**config.mk**
```make
export PLATFORM = sky130hd
export DESIGN_NAME = lpm_ctrl
export DESIGN_NICKNAME = d
export VERILOG_FILES = /design/src/rtl/lpm_pkg.sv /design/src/rtl/lpm_prescaler.sv /design/src/rtl/lpm_wake_timer.sv /design/src/rtl/lpm_sequencer.sv /design/src/rtl/lpm_ctrl.sv
export SDC_FILE = /design/constraint.sdc
export NUM_CORES = 1
export LEC_CHECK = 0
export ABC_AREA = 1
export BUFFER_PORTS_ARGS = -buffer_cell sky130_fd_sc_hd__buf_2
export CAP_MARGIN = 20
export CELL_PAD_IN_SITES_DETAIL_PLACEMENT = 1
export CELL_PAD_IN_SITES_GLOBAL_PLACEMENT = 1
export CORE_MARGIN = 4
export CORE_UTILIZATION = 42
export CTS_BUF_LIST = sky130_fd_sc_hd__clkbuf_2
export CTS_CLUSTER_SIZE = 16
export DETAILED_ROUTE_END_ITERATION = 12
export GPL_ROUTABILITY_DRIVEN = 0
export PLACE_DENSITY = 0.86
export SLEW_MARGIN = 20
export SYNTH_ARGS = -nofsm -noshare
export SYNTH_HDL_FRONTEND = slang
export SYNTH_SLANG_ARGS = --single-unit
```
**constraint.sdc**
```tcl
create_clock -name clk -period 1.4 [get_ports clk]
set_input_delay 0 -clock clk [delete_from_list [all_inputs] [get_ports clk]]
set_output_delay 0 -clock clk [all_outputs]
set_load 0.02 [all_outputs]
```
**src/rtl/lpm_pkg.sv**
```systemverilog
package lpm_pkg;
  typedef enum logic [2:0] {
    SQ_RUN   = 3'd0,
    SQ_WAIT  = 3'd1,
    SQ_AHALT = 3'd2,
    SQ_HALT  = 3'd3,
    SQ_START = 3'd4
  } seq_e;

  localparam logic [2:0] MD_RUN   = 3'd0;
  localparam logic [2:0] MD_SLOW  = 3'd1;
  localparam logic [2:0] MD_WAIT  = 3'd2;
  localparam logic [2:0] MD_SWAIT = 3'd3;
  localparam logic [2:0] MD_AHALT = 3'd4;
  localparam logic [2:0] MD_HALT  = 3'd5;
  localparam logic [2:0] MD_START = 3'd6;

  localparam logic [1:0] IMASK_OPEN = 2'b10;
endpackage

```
**src/rtl/lpm_prescaler.sv**
```systemverilog
module lpm_prescaler #(
  parameter int DIV_SEL_W = 2
) (
  input  logic                 clk,
  input  logic                 rst_n,
  input  logic                 slow_req,
  input  logic [DIV_SEL_W-1:0] div_req,
  output logic                 tick
);
  localparam int PRE_W = 1 << DIV_SEL_W;

  logic [PRE_W-1:0]     pre_q, pre_d;
  logic                 slow_q, slow_d;
  logic [DIV_SEL_W-1:0] div_q, div_d;
  logic [PRE_W-1:0]     mask;
  logic                 wrap;

  always_comb begin
    mask = '0;
    for (int i = 0; i < PRE_W; i++) begin
      if (i <= int'(div_q)) mask[i] = 1'b1;
    end
  end

  assign wrap = &pre_q;
  assign tick = !slow_q || ((pre_q & mask) == mask);

  always_comb begin
    pre_d  = pre_q + PRE_W'(1);
    slow_d = slow_q;
    div_d  = div_q;
    if (wrap) begin
      slow_d = slow_req;
      div_d  = div_req;
    end
  end

  always_ff @(posedge clk or negedge rst_n) begin
    if (!rst_n) begin
      pre_q  <= '0;
      slow_q <= 1'b0;
      div_q  <= '0;
    end else begin
      pre_q  <= pre_d;
      slow_q <= slow_d;
      div_q  <= div_d;
    end
  end
endmodule

```
**src/rtl/lpm_wake_timer.sv**
```systemverilog
module lpm_wake_timer #(
  parameter int SHORT_DLY = 256,
  parameter int LONG_DLY  = 4096
) (
  input  logic clk,
  input  logic rst_n,
  input  logic load,
  input  logic long_sel,
  output logic done
);
  localparam int CW = $clog2(LONG_DLY);

  logic [CW-1:0] cnt_q, cnt_d;

  always_comb begin
    cnt_d = cnt_q;
    if (load) begin
      cnt_d = long_sel ? CW'(LONG_DLY - 1) : CW'(SHORT_DLY - 1);
    end else if (cnt_q != '0) begin
      cnt_d = cnt_q - CW'(1);
    end
  end

  assign done = (cnt_q == '0);

  always_ff @(posedge clk or negedge rst_n) begin
    if (!rst_n) cnt_q <= '0;
    else        cnt_q <= cnt_d;
  end
endmodule

```
**src/rtl/lpm_sequencer.sv**
```systemverilog
module lpm_sequencer
  import lpm_pkg::*;
#(
  parameter int DIV_SEL_W = 2
) (
  input  logic                 clk,
  input  logic                 rst_n,
  input  logic                 ctl_wr,
  input  logic                 ctl_slow,
  input  logic [DIV_SEL_W-1:0] ctl_div,
  input  logic                 ctl_osc_ie,
  input  logic                 wfi_req,
  input  logic                 halt_req,
  input  logic                 irq_any,
  input  logic                 irq_rtc,
  input  logic                 irq_css,
  input  logic                 irq_halt_exit,
  input  logic                 wdg_active,
  input  logic                 opt_halt_rst,
  input  logic                 tmr_done,
  output seq_e                 st_q,
  output logic                 slow_q,
  output logic [DIV_SEL_W-1:0] div_q,
  output logic                 tmr_load,
  output logic                 imask_q,
  output logic                 wrst_q,
  output logic                 freeze_q,
  output logic                 lastdec_q,
  output logic                 wake_q
);
  seq_e                 st_d;
  logic                 slow_d, osc_ie_q, osc_ie_d;
  logic [DIV_SEL_W-1:0] div_d;
  logic                 imask_d, wrst_d, freeze_d, lastdec_d, wake_d;

  always_comb begin
    st_d      = st_q;
    slow_d    = slow_q;
    div_d     = div_q;
    osc_ie_d  = osc_ie_q;
    imask_d   = 1'b0;
    wrst_d    = 1'b0;
    lastdec_d = 1'b0;
    wake_d    = 1'b0;
    freeze_d  = freeze_q;
    tmr_load  = 1'b0;
    if (ctl_wr) begin
      slow_d   = ctl_slow;
      div_d    = ctl_div;
      osc_ie_d = ctl_osc_ie;
    end
    case (st_q)
      SQ_RUN: begin
        if (halt_req) begin
          if (osc_ie_q) begin
            st_d    = SQ_AHALT;
            imask_d = 1'b1;
          end else if (wdg_active && opt_halt_rst) begin
            wrst_d = 1'b1;
          end else begin
            st_d    = SQ_HALT;
            imask_d = 1'b1;
            if (wdg_active) begin
              freeze_d  = 1'b1;
              lastdec_d = 1'b1;
            end
          end
        end else if (wfi_req) begin
          st_d    = SQ_WAIT;
          imask_d = 1'b1;
        end
      end
      SQ_WAIT: begin
        if (irq_any) begin
          st_d   = SQ_RUN;
          wake_d = 1'b1;
        end
      end
      SQ_AHALT: begin
        if (irq_rtc || irq_css || irq_halt_exit) begin
          st_d   = SQ_RUN;
          wake_d = 1'b1;
        end
      end
      SQ_HALT: begin
        if (irq_halt_exit) begin
          st_d     = SQ_START;
          tmr_load = 1'b1;
          freeze_d = 1'b0;
        end
      end
      default: begin
        if (tmr_done) begin
          st_d   = SQ_RUN;
          wake_d = 1'b1;
        end
      end
    endcase
  end

  always_ff @(posedge clk or negedge rst_n) begin
    if (!rst_n) begin
      st_q      <= SQ_RUN;
      slow_q    <= 1'b0;
      div_q     <= '0;
      osc_ie_q  <= 1'b0;
      imask_q   <= 1'b0;
      wrst_q    <= 1'b0;
      freeze_q  <= 1'b0;
      lastdec_q <= 1'b0;
      wake_q    <= 1'b0;
    end else begin
      st_q      <= st_d;
      slow_q    <= slow_d;
      div_q     <= div_d;
      osc_ie_q  <= osc_ie_d;
      imask_q   <= imask_d;
      wrst_q    <= wrst_d;
      freeze_q  <= freeze_d;
      lastdec_q <= lastdec_d;
      wake_q    <= wake_d;
    end
  end
endmodule

```
**src/rtl/lpm_ctrl.sv**
```systemverilog
module lpm_ctrl
  import lpm_pkg::*;
#(
  parameter int DIV_SEL_W = 2,
  parameter int SHORT_DLY = 256,
  parameter int LONG_DLY  = 4096
) (
  input  logic                 clk,
  input  logic                 rst_n,
  input  logic                 ctl_wr,
  input  logic                 ctl_slow,
  input  logic [DIV_SEL_W-1:0] ctl_div,
  input  logic                 ctl_osc_ie,
  input  logic                 wfi_req,
  input  logic                 halt_req,
  input  logic                 irq_any,
  input  logic                 irq_rtc,
  input  logic                 irq_css,
  input  logic                 irq_halt_exit,
  input  logic                 wdg_active,
  input  logic                 opt_halt_rst,
  input  logic                 opt_long_start,
  output logic                 cpu_clk_en,
  output logic                 per_clk_en,
  output logic                 osc_en,
  output logic                 cpu_tick,
  output logic [2:0]           mode,
  output logic                 imask_load,
  output logic [1:0]           imask_val,
  output logic                 wdg_rst_req,
  output logic                 wdg_freeze,
  output logic                 wdg_last_dec,
  output logic                 wake
);
  logic [1:0]           rst_sync_q;
  logic                 rst_core_n;
  seq_e                 st;
  logic                 slow_cfg;
  logic [DIV_SEL_W-1:0] div_cfg;
  logic                 tmr_load, tmr_done;

  // asynchronous assertion, synchronous release
  always_ff @(posedge clk or negedge rst_n) begin
    if (!rst_n) rst_sync_q <= 2'b00;
    else        rst_sync_q <= {rst_sync_q[0], 1'b1};
  end
  assign rst_core_n = rst_sync_q[1];

  lpm_sequencer #(.DIV_SEL_W(DIV_SEL_W)) u_seq (
    .clk           (clk),
    .rst_n         (rst_core_n),
    .ctl_wr        (ctl_wr),
    .ctl_slow      (ctl_slow),
    .ctl_div       (ctl_div),
    .ctl_osc_ie    (ctl_osc_ie),
    .wfi_req       (wfi_req),
    .halt_req      (halt_req),
    .irq_any       (irq_any),
    .irq_rtc       (irq_rtc),
    .irq_css       (irq_css),
    .irq_halt_exit (irq_halt_exit),
    .wdg_active    (wdg_active),
    .opt_halt_rst  (opt_halt_rst),
    .tmr_done      (tmr_done),
    .st_q          (st),
    .slow_q        (slow_cfg),
    .div_q         (div_cfg),
    .tmr_load      (tmr_load),
    .imask_q       (imask_load),
    .wrst_q        (wdg_rst_req),
    .freeze_q      (wdg_freeze),
    .lastdec_q     (wdg_last_dec),
    .wake_q        (wake)
  );

  lpm_prescaler #(.DIV_SEL_W(DIV_SEL_W)) u_pre (
    .clk      (clk),
    .rst_n    (rst_core_n),
    .slow_req (slow_cfg),
    .div_req  (div_cfg),
    .tick     (cpu_tick)
  );

  lpm_wake_timer #(.SHORT_DLY(SHORT_DLY), .LONG_DLY(LONG_DLY)) u_tmr (
    .clk      (clk),
    .rst_n    (rst_core_n),
    .load     (tmr_load),
    .long_sel (opt_long_start),
    .done     (tmr_done)
  );

  always_comb begin
    cpu_clk_en = (st == SQ_RUN);
    per_clk_en = (st == SQ_RUN) || (st == SQ_WAIT);
    osc_en     = (st != SQ_HALT);
    imask_val  = imask_load ? IMASK_OPEN : 2'b00;
    case (st)
      SQ_RUN:   mode = slow_cfg ? MD_SLOW : MD_RUN;
      SQ_WAIT:  mode = slow_cfg ? MD_SWAIT : MD_WAIT;
      SQ_AHALT: mode = MD_AHALT;
      SQ_HALT:  mode = MD_HALT;
      default:  mode = MD_START;
    endcase
  end
endmodule

```
==> flow_summary.yaml, run 1 <==
timing:
  fin_ws_ps: -357
  finalSetupViolations: 25
  fmax_mhz: 569
  drv_slew: 0
  period_share_pct: 126
  final-hold-violation-count: 0
  finalCriticalPeriod_ps: 1760
  hold_ws_ps: 105
  setup_tns_ps: -4150
  final.setup_skew_ps: 16.9
  rsz0062_at_grt: "yes"
die:
  io_pins: 30
  coreArea_sq_mm: 0.00380
  die_w_microns: 71.8
  initial_core_util_pct: 45.0
  dieHeight_microns: 71.8
  dieArea_sq_mm: 0.00515
  num_rows: 22
power_and_ir_drop:
  p_per_area_mw_per_mm2: 1830
  ir_drop_mv: 0.791
  cellLeakagePower_uw: 0.00137
clock_tree:
  clock_sinks: 33
  cts_tree: "done"
  cts.clk_slew.worst_paths_ps: 220
  cts-root-buf: "clkbuf_2"
  numCtsBuffers: 5
  insertion_delay_ps: 430
  clockBufferDepth: 2
  h-tree-depth: 2
global_routing:
  antenna_found_initial: 0
  grt_pass1_vias: 2086
  grt_max_degree: 32
  grt_use_total_pct: 30.3
  grt_first_pass_wirelength_microns: 11500
  grt-ovfl-total: 0
routing:
  drc: 0
  via_per_inst: 6.16
  drt_first_pass_iters: 5
  first_iter_violations: 255
  via_count: 2124
  wl_per_cell_microns: 28.3
  wl_microns: 9750
  ant_nets: 0
yosys:
  synth-edff-count: 0
  synth_area_leaders: "dfrtp_1 (48%), nand2_1 (11%), inv_1 (7.9%), nand3_1 (5.9%), nor2_1 (4.8%)"
  ys_seq_elements: 33
  synth.distinct_cells: 26
  yosysMostFrequentCell: "nand2_1"
  postSynthCellCount: 219
  ys_seq_area_share_pct: 48.4
  yosys.area.top_type: "dfrtp_1"
  async_reset_ff_share_pct: 100
  syn_area_sq_mm: 0.00171
  synth_nets: 238
  synth_warnings: 0
  synth_top_area_share_pct: 48.4
  synthFlopType: "dfrtp_1"
  yosys-top-cells-count: "nand2_1 (52), inv_1 (36), dfrtp_1 (33)"
  avgSynthCellArea_sq_um: 7.80
min_path:
  hp-class: "in -> reg"
critical_path:
  crit_type: "reg -> reg"
  slowest_stage: "dfrtp_1"
  max_stage_delay_ps: 500
  path_max_fanout: 4
  arrival_ps: 2080
  crit_path_end_kind: "flop"
  worstPathCellList: "inv_2 -> ha_2 -> inv_1 -> nor2_4 -> nor2_1 -> o31ai_2 -> inv_1"
  path_common_cell: "inv_1"
  cp.required_ps: 1720
  critPathLaunchType: "flop"
final_layout:
  filler_cell_count: 442
  area_growth_pct: 53.8
  utilization_pct: 69.1
  nNetsFinal: 315
  diodes: 0
  drive_above_1_share_pct: 41.4
status:
  violations: "negative setup slack"
  status: "complete, but fails checks"
placement:
  io_buffers: 28
  dpl.hpwl_microns: 3320
job:
  maxCapViolCount: 0
metrics by stage:
| step | cells | power (uW) | cell area, sq um | setup slack, ps |
|---|---|---|---|---|
| after floorplan | 219 | 2270 | 1720 | -18.7 |
| after global placement | 303 | 2720 | 1970 | 48.2 |
| after detailed placement | 303 | 2800 | 1970 | -79.4 |
| after CTS | 338 | 3650 | 2330 | -27.2 |
| after global routing | 345 | 4940 | 2630 | -354 |
| final | 345 | 4790 | 2630 | -357 |
where the power goes:
part | switching [uW] | leakage, uW | internal [uW]
combinational | 1630 | 0.000914 | 948
sequential | 306 | 0.000414 | 1190
clock | 422 | 0.0000392 | 304
path summary, 6_finish.rpt:
| check | end | slack [ps] | depth (start not counted) | startpoint |
|---|---|---|---|---|
| worst max-delay path | u_tmr.cnt_q[4] | -360 | 7 | u_tmr.cnt_q[0] |
| worst min-delay path | u_seq.wake_q | 100 | 5 | irq_halt_exit |
| worst max register to register | u_tmr.cnt_q[4] | -360 | 7 | u_tmr.cnt_q[0] |
| worst min register to register | u_pre.div_q[0] | 280 | 1 | rst_sync_q[1] |
| max in group asynchronous | u_tmr.cnt_q[4] | 800 | 1 | rst_sync_q[1] |
| min in group asynchronous | u_pre.div_q[0] | 280 | 1 | rst_sync_q[1] |
flip-flops by register name, summed over array words and instances (netlist names):
register	count
rst_sync_q	2
u_pre.div_q	2
u_pre.pre_q	4
u_pre.slow_q	1
u_seq.div_q	2
u_seq.freeze_q	1
u_seq.imask_q	1
u_seq.lastdec_q	1
u_seq.osc_ie_q	1
u_seq.slow_q	1
u_seq.st_q	3
u_seq.wake_q	1
u_seq.wrst_q	1
u_tmr.cnt_q	12
per-layer routing:
metal | track usage [%] | share of wire (%)
met5 | 0 | 0
met4 | 13.2 | 6.9
met3 | 6.45 | 10
met2 | 51.8 | 47
met1 | 36.4 | 36
cell families after synthesis:
group | share of synthesized area, %
buffers and inverters | 9.89
AND/OR/NAND/NOR | 29.0
flip-flops | 48.4
other | 0.440
adder cells (fa/ha/maj) | 2.20
XOR/XNOR | 1.03
AO/OA/AOI/OAI | 9.08
cells in the final DEF, fill, tap and decap left out, drive strengths merged, types with 2 or more instances in the layout:
cell type / synthesis / layout
ha: 3 / 3
nor2: 26 / 26
nand2: 54 / 54
a31oi: 2 / 2
nand3: 21 / 21
dlygate4sd3: 0 / 19
nor3: 6 / 6
o21ai: 16 / 16
inv: 38 / 38
clkbuf: 0 / 5
conb: 2 / 2
nand3b: 2 / 2
a21oi: 6 / 6
dfrtp: 33 / 33
buf: 3 / 54
o211ai: 2 / 2
critical path, delay by kind of cell, from the launching register on:
kind	cells	cell delay, ps
flops	1	500
buf+inv	3	340
compound gates	1	320
simple gates	2	250
fa+ha+maj	1	240
area by class of cell:
| type | instances | area [sq um] | share of cell area [%] |
|---|---|---|---|
| clock buffers | 5 | 25.0 | 0.953 |
| clock inverters | 3 | 46.3 | 1.76 |
| inverters | 38 | 150 | 5.72 |
| multi-input cells | 145 | 933 | 35.5 |
| flip-flops and latches | 33 | 831 | 31.6 |
| well taps | 48 | 60.1 | 2.29 |
| repair buffers | 73 | 581 | 22.1 |
what timing repair did:
item,in CTS,in global routing
buffers inserted,8,7
hold buffers,19,0
endpoints found under the setup margin,17,23
gates resized for setup,20,67
hold endpoints to repair,17,0
pin swaps,7,15
gates cloned,0,0
Power figures use the tool's default switching activity.
==> run 2, diff against run 1 <==
--- a/config.mk
+++ b/config.mk
@@ -17,6 +17,7 @@
 export DETAILED_ROUTE_END_ITERATION = 12
 export GPL_ROUTABILITY_DRIVEN = 0
 export PLACE_DENSITY = 0.86
+export RECOVER_POWER = 50
 export SLEW_MARGIN = 20
 export SYNTH_ARGS = -nofsm -noshare
 export SYNTH_HDL_FRONTEND = slang
==> flow_summary.yaml, run 2 (synthesis gave the netlist of run 1 again) <==
status:
  status: "complete, but fails checks"
  violations: "negative setup slack"
routing:
  first_iter_violations: 255
  wl_per_cell_microns: 28.3
  wl_microns: 9750
  drc: 0
  via_per_inst: 6.16
  drt_first_pass_iters: 5
  ant_nets: 0
  via_count: 2124
global_routing:
  grt_use_met3_pct: 6.45
  grtUsageMet1_pct: 36.4
  antenna_found_initial: 0
  grt_use_total_pct: 30.3
  grt_pass1_vias: 2086
  busiest_layer: "met2"
  grt-ovfl-total: 0
  grt_max_degree: 32
  use_met2_pct: 51.8
  grt_first_pass_wirelength_microns: 11500
die:
  num_rows: 22
  coreArea_sq_mm: 0.00380
  initial_core_util_pct: 45.0
  dieArea_sq_mm: 0.00515
  dieHeight_microns: 71.8
  die_w_microns: 71.8
  io_pins: 30
timing:
  period_share_pct: 126
  final-hold-violation-count: 0
  worst_slew_pin_slew_ps: 812
  rsz0062_at_grt: "yes"
  drv_slew: 0
  fin_ws_ps: -357
  final.setup_skew_ps: 16.9
  fmax_mhz: 569
  finalSetupViolations: 25
  finalCriticalPeriod_ps: 1760
  slew_headroom_pct: 45.9
placement:
  place_area_sq_mm: 0.00197
  dp_slack_ps: -79.4
  dpl.hpwl_microns: 3320
  io_buffers: 28
final_layout:
  final_common_cell: "nand2_1"
  stdcell_area_sq_mm: 0.00262
  multi_input_area_sq_um: 933
  filler_cell_count: 442
  area_growth_pct: 53.6
  drive_above_1_share_pct: 41.4
  diodes: 0
  regMostFlops: "u_tmr.cnt_q"
  largest_reg_flops: 12
  nNetsFinal: 315
  final_cell_mix: "nand2_1 (39), inv_1 (31), dfrtp_1 (29)"
  final-seq-area_sq_um: 831
  top_regs: "u_tmr.cnt_q: 12 flops, u_pre.pre_q: 4 flops, u_seq.st_q: 3 flops"
power_and_ir_drop:
  ir_drop_mv: 0.791
  p_per_area_mw_per_mm2: 1830
  cellLeakagePower_uw: 0.00137
clock_tree:
  insertion_delay_ps: 430
  h-tree-depth: 2
  clockBufferDepth: 2
  clock_sinks: 33
  cts.clk_slew.worst_paths_ps: 220
  cts-root-buf: "clkbuf_2"
  numCtsBuffers: 5
  cts_tree: "done"
critical_path:
  arrival_ps: 2080
  path_max_fanout: 4
  critPathLaunchType: "flop"
  ff2ff_path_depth: 7
  cp.required_ps: 1720
  crit_path_end_kind: "flop"
  crit_type: "reg -> reg"
min_path:
  hold_depth: 5
  hp-class: "in -> reg"
job:
  maxCapViolCount: 0
run 2: metrics by stage:
stage	TNS, ps	hold WS (ps)	util, %	total power [uW]	cells
6_report	-4150	105	69.1	4790	345
3_5_place_dp	-365	-212	51.9	2800	303
3_3_place_gp	0	-214	51.9	2720	303
5_1_grt	-4830	100	69.1	4940	345
2_1_floorplan	-26.5	-296	-	2270	219
4_1_cts	-46.4	11.5	61.5	3650	338
run 2: critical path, stage by stage (launching register included):
cell and delay, ps:
dfrtp_1 500, inv_2 150, ha_2 240, inv_1 90, nor2_4 150, nor2_1 100
o31ai_2 320, inv_1 100
run 2: report_power, final:
group / switching, uW / leakage, uW / internal, uW
clock: 422 / 0.0000392 / 304
combinational: 1630 / 0.000914 / 947
sequential: 306 / 0.000414 / 1190
run 2: repair_timing:
action                     in CTS  in global routing
hold endpoints to repair       17                  0
gates cloned                    0                  0
resized for setup              20                 67
setup endpoints to repair      17                 23
setup buffers                   8                  7
pin swaps                       7                 15
hold buffers                   19                  0
run 2: routing by layer:
metal,share of wire (%),vias to the layer above
met5,0,-
met4,6.9,0
met3,10,59
met2,47,166
met1,36,1053
li1,-,846
run 2: path summary, 6_finish.rpt:
check                                     from             end  slack, ps
worst max-delay path            u_tmr.cnt_q[0]  u_tmr.cnt_q[4]       -360
worst min-delay path             irq_halt_exit    u_seq.wake_q        100
worst max register to register  u_tmr.cnt_q[0]  u_tmr.cnt_q[4]       -360
worst min register to register   rst_sync_q[0]   rst_sync_q[1]        380
max in group asynchronous        rst_sync_q[1]  u_tmr.cnt_q[4]        410
min in group asynchronous        rst_sync_q[1]  u_pre.div_q[0]        430
run 2: area by class of cell:
class                      count  area share (%)
tap                           48            2.29
clock inverter                 3            1.76
timing repair buffer          73            22.0
clock buffer                   5           0.954
sequential                    33            31.7
multi-input combinational    145            35.6
inverter                      38            5.72
==> run 3, diff against run 2 <==
--- a/config.mk
+++ b/config.mk
@@ -5,13 +5,12 @@
 export SDC_FILE = /design/constraint.sdc
 export NUM_CORES = 1
 export LEC_CHECK = 0
-export ABC_AREA = 1
 export BUFFER_PORTS_ARGS = -buffer_cell sky130_fd_sc_hd__buf_2
 export CAP_MARGIN = 20
 export CELL_PAD_IN_SITES_DETAIL_PLACEMENT = 1
 export CELL_PAD_IN_SITES_GLOBAL_PLACEMENT = 1
 export CORE_MARGIN = 4
-export CORE_UTILIZATION = 42
+export CORE_UTILIZATION = 44
 export CTS_BUF_LIST = sky130_fd_sc_hd__clkbuf_2
 export CTS_CLUSTER_SIZE = 16
 export DETAILED_ROUTE_END_ITERATION = 12
==> flow_summary.yaml, run 3 <==
clock_tree:
  cts-root-buf: "clkbuf_2"
  h-tree-depth: 2
  clock_sinks: 33
  clockBufferDepth: 2
  numCtsBuffers: 5
yosys:
  synth.distinct_cells: 41
  ys_seq_area_share_pct: 51.0
  synth_top_area_share_pct: 51.0
  synth_area_leaders: "dfrtp_1 (51%), mux2_2 (4.9%), a21oi_1 (4.6%), nor2_1 (3.2%), ha_1 (2.3%)"
  synth_nets: 177
  yosysMostFrequentCell: "dfrtp_1"
  avgSynthCellArea_sq_um: 10.2
  synth-edff-count: 0
  ys_seq_elements: 33
  async_reset_ff_share_pct: 100
  synth_warnings: 0
  syn_area_sq_mm: 0.00162
  yosys-top-cells-count: "dfrtp_1 (33), a21oi_1 (15), nor2_1 (14)"
  postSynthCellCount: 158
  synthFlopType: "dfrtp_1"
  yosys.area.top_type: "dfrtp_1"
status:
  first-error: "[ERROR DPL-0033] detailed placement checks failed during check placement."
  outcome.stop_stage: "5_1_grt"
  status: "aborted with a tool error"
die:
  io_pins: 30
  initial_core_util_pct: 47.0
  dieHeight_microns: 68.6
  num_rows: 21
  die_w_microns: 68.6
timing:
  endpoint_type: "register data pin"
  crit_endpoint: "u_tmr.cnt_q[4]$_DFFE_PN0P_/D"
global_routing:
  antenna_found_initial: 0
  grt_max_degree: 18
placement:
  dpl.hpwl_microns: 3800
  io_buffers: 28
## run 3: changes by cell type after synthesis, sizes merged, moves of 7 or more
cell / previous run / this run
a21oi: 6 / 15
nor2: 26 / 14
nand3: 21 / 7
inv: 38 / 9
nand2: 54 / 9
mux2: 0 / 7
## run 3: repair_timing
action                                  CTS
pin swaps                                16
cloned                                    1
endpoints found under the setup margin   20
gates resized for setup                  39
endpoints found under the hold margin    14
setup buffers                             6
hold buffers                             15
## run 3: kinds of logic after synthesis
kind of cell	synth area share (%)
AO/OA/AOI/OAI	13.4
XOR/XNOR	1.62
adder cells (fa/ha/maj)	2.32
buffers and inverters	4.41
flip-flops	51.0
multiplexers	6.73
other	0.464
AND/OR/NAND/NOR	20.0
## run 3: per-stage QoR
stage	setup TNS (ps)	setup slack, ps	instance area (sq um)	std cells
2_1_floorplan	-1290	-183	1630	158
3_5_place_dp	-2510	-270	2020	257
3_3_place_gp	-622	-100	2020	257
4_1_cts	-1900	-178	2420	286
==> run 4, diff against run 3 <==
--- a/config.mk
+++ b/config.mk
@@ -7,15 +7,11 @@
 export LEC_CHECK = 0
 export BUFFER_PORTS_ARGS = -buffer_cell sky130_fd_sc_hd__buf_2
 export CAP_MARGIN = 20
-export CELL_PAD_IN_SITES_DETAIL_PLACEMENT = 1
-export CELL_PAD_IN_SITES_GLOBAL_PLACEMENT = 1
 export CORE_MARGIN = 4
-export CORE_UTILIZATION = 44
-export CTS_BUF_LIST = sky130_fd_sc_hd__clkbuf_2
-export CTS_CLUSTER_SIZE = 16
+export CORE_UTILIZATION = 40
 export DETAILED_ROUTE_END_ITERATION = 12
 export GPL_ROUTABILITY_DRIVEN = 0
-export PLACE_DENSITY = 0.86
+export PLACE_DENSITY_LB_ADDON = 0.15
 export RECOVER_POWER = 50
 export SLEW_MARGIN = 20
 export SYNTH_ARGS = -nofsm -noshare
==> flow_summary.yaml, run 4 <==
routing:
  drt_first_pass_iters: 4
  wl_microns: 3850
  wl_per_cell_microns: 14.3
  ant_nets: 0
  via_count: 1409
  drc: 0
  first_iter_violations: 79
  via_per_inst: 5.22
yosys:
  synth_warnings: 0
  synth-edff-count: 0
  syn_area_sq_mm: 0.00162
  synth_nets: 177
  avgSynthCellArea_sq_um: 10.2
  yosys.area.top_type: "dfrtp_1"
  synth_top_area_share_pct: 51.0
  ys_seq_area_share_pct: 51.0
  synthFlopType: "dfrtp_1"
  ys_seq_elements: 33
  async_reset_ff_share_pct: 100
  yosysMostFrequentCell: "dfrtp_1"
  synth_area_leaders: "dfrtp_1 (51%), mux2_2 (4.9%), a21oi_1 (4.6%), nor2_1 (3.2%), ha_1 (2.3%)"
  yosys-top-cells-count: "dfrtp_1 (33), a21oi_1 (15), nor2_1 (14)"
  postSynthCellCount: 158
  synth.distinct_cells: 41
timing:
  period_share_pct: 108
  fin_ws_ps: -118
  finalSetupViolations: 16
  drv_slew: 0
  fmax_mhz: 659
  worst_slew_pin_slew_ps: 556
  finalCriticalPeriod_ps: 1520
  final-hold-violation-count: 0
  slew_headroom_pct: 62.9
  rsz0062_at_grt: "yes"
  final.setup_skew_ps: 4.38
final_layout:
  top_regs: "u_tmr.cnt_q: 12 flops, u_pre.pre_q: 4 flops, u_seq.st_q: 3 flops"
  diodes: 0
  final_cell_mix: "dfrtp_1 (33), buf_2 (27), buf_4 (20)"
  largest_reg_flops: 12
  final_common_cell: "dfrtp_1"
  stdcell_area_sq_mm: 0.00227
  final_cells: 270
  drive_above_1_share_pct: 41.9
  nNetsFinal: 240
  multi_input_area_sq_um: 818
  regMostFlops: "u_tmr.cnt_q"
  final-seq-area_sq_um: 826
  filler_cell_count: 309
  area_growth_pct: 40.6
clock_tree:
  cts_tree: "done"
  insertion_delay_ps: 280
  numCtsBuffers: 5
  cts.clk_slew.worst_paths_ps: 70
  cts-root-buf: "clkbuf_8"
  clock_sinks: 33
  clockBufferDepth: 2
  h-tree-depth: 2
placement:
  dpl.hpwl_microns: 2820
  dp_slack_ps: -198
  dp.cells: 253
  place_area_sq_mm: 0.00199
  io_buffers: 28
critical_path:
  path_max_fanout: 6
  critPathLaunchType: "flop"
  worstPathCellList: "inv_2 -> ha_4 -> nor3b_4 -> nand4_2 -> a31oi_1 -> o21ai_1"
  rrSetupSlack_ps: -120
  slowest_stage: "dfrtp_1"
  arrival_ps: 1680
  r2r-end: "u_tmr.cnt_q[4]"
  ff2ff_path_depth: 6
  crit_type: "reg -> reg"
  reg2reg_from: "u_tmr.cnt_q[0]"
  max_stage_delay_ps: 390
  crit_path_end_kind: "flop"
  cp.required_ps: 1560
die:
  die_w_microns: 71.6
  coreArea_sq_mm: 0.00377
  dieHeight_microns: 71.6
  num_rows: 22
  initial_core_util_pct: 42.9
  dieArea_sq_mm: 0.00513
  io_pins: 30
global_routing:
  grt_max_degree: 24
  grt_pass1_vias: 1488
  grt_use_total_pct: 16.6
  grt_first_pass_wirelength_microns: 6830
  grt-ovfl-total: 0
  antenna_found_initial: 0
power_and_ir_drop:
  cellLeakagePower_uw: 0.00106
  p_per_area_mw_per_mm2: 882
  ir_drop_mv: 0.550
status:
  status: "complete, but fails checks"
  violations: "negative setup slack"
min_path:
  hp-class: "in -> async"
job:
  maxCapViolCount: 0
-- run 4: cell counts after synthesis --
Identical to the previous run, type by type.
-- run 4: worst max-delay path by stage --
stage / from / endpoint / slack [ps]
after global placement: u_tmr.cnt_q[0] / u_tmr.cnt_q[4] / -90
after CTS: u_tmr.cnt_q[0] / u_tmr.cnt_q[4] / -110
after floorplan: u_tmr.cnt_q[4] / u_seq.st_q[0] / -180
after global routing: u_tmr.cnt_q[0] / u_tmr.cnt_q[0] / -240
final: u_tmr.cnt_q[0] / u_tmr.cnt_q[4] / -120
after detailed placement: u_tmr.cnt_q[0] / u_tmr.cnt_q[4] / -200
-- run 4: logic make-up after synthesis --
group	synth area share, %
flip-flops	51.0
AO/OA/AOI/OAI	13.4
XOR/XNOR	1.62
multiplexers	6.73
other	0.464
AND/OR/NAND/NOR	20.0
buffers and inverters	4.41
adder cells (fa/ha/maj)	2.32
-- run 4: timing repair --
| action | 4_1_cts | 5_1_grt |
|---|---|---|
| gates cloned | 1 | 0 |
| resized for setup | 21 | 4 |
| endpoints found under the setup margin | 16 | 18 |
| setup buffers | 2 | 0 |
| hold buffers | 6 | 0 |
| pin swaps | 9 | 2 |
| hold endpoints to repair | 7 | 0 |
-- run 4: worst max-delay path: cells and delay by family (launching register included) --
| kind | cells | cell delay (ps) |
|---|---|---|
| AOI/OAI and AO/OA | 2 | 310 |
| buffers and inverters | 1 | 90 |
| DFF | 1 | 390 |
| and+or+nand+nor | 2 | 480 |
| adders and majority gates | 1 | 130 |
-- run 4: area by class of cell --
class,count,area share (%)
Inverter,9,1.49
Sequential cell,33,36.3
Multi-Input combinational cell,111,36.0
Clock buffer,5,3.03
Clock inverter,3,2.04
Timing Repair Buffer,61,18.5
Tap cell,48,2.64
-- run 4: metal layers --
metal,routed length [microns],vias up,GRT usage (%)
met1,1620,694,20.3
met2,2030,30,29.0
met3,169,4,3.79
li1,-,681,-
met5,0,-,0
met4,33,0,5.01
-- run 4: power by group --
group          switching [uW]  internal [uW]
clock                     357            532
sequential               23.2            978
combinational            54.3           61.6
-- run 4: per-stage QoR --
stage / power (uW) / hold WS, ps / util (%) / TNS (ps)
after global routing: 2100 / 20.7 / 60.3 / -2660
after global placement: 1120 / -215 / 52.9 / -580
after floorplan: 1070 / -296 / - / -1290
after CTS: 2040 / 13.0 / 60.3 / -1110
final: 2010 / 25.6 / 60.3 / -978
after detailed placement: 1130 / -210 / 52.9 / -1530
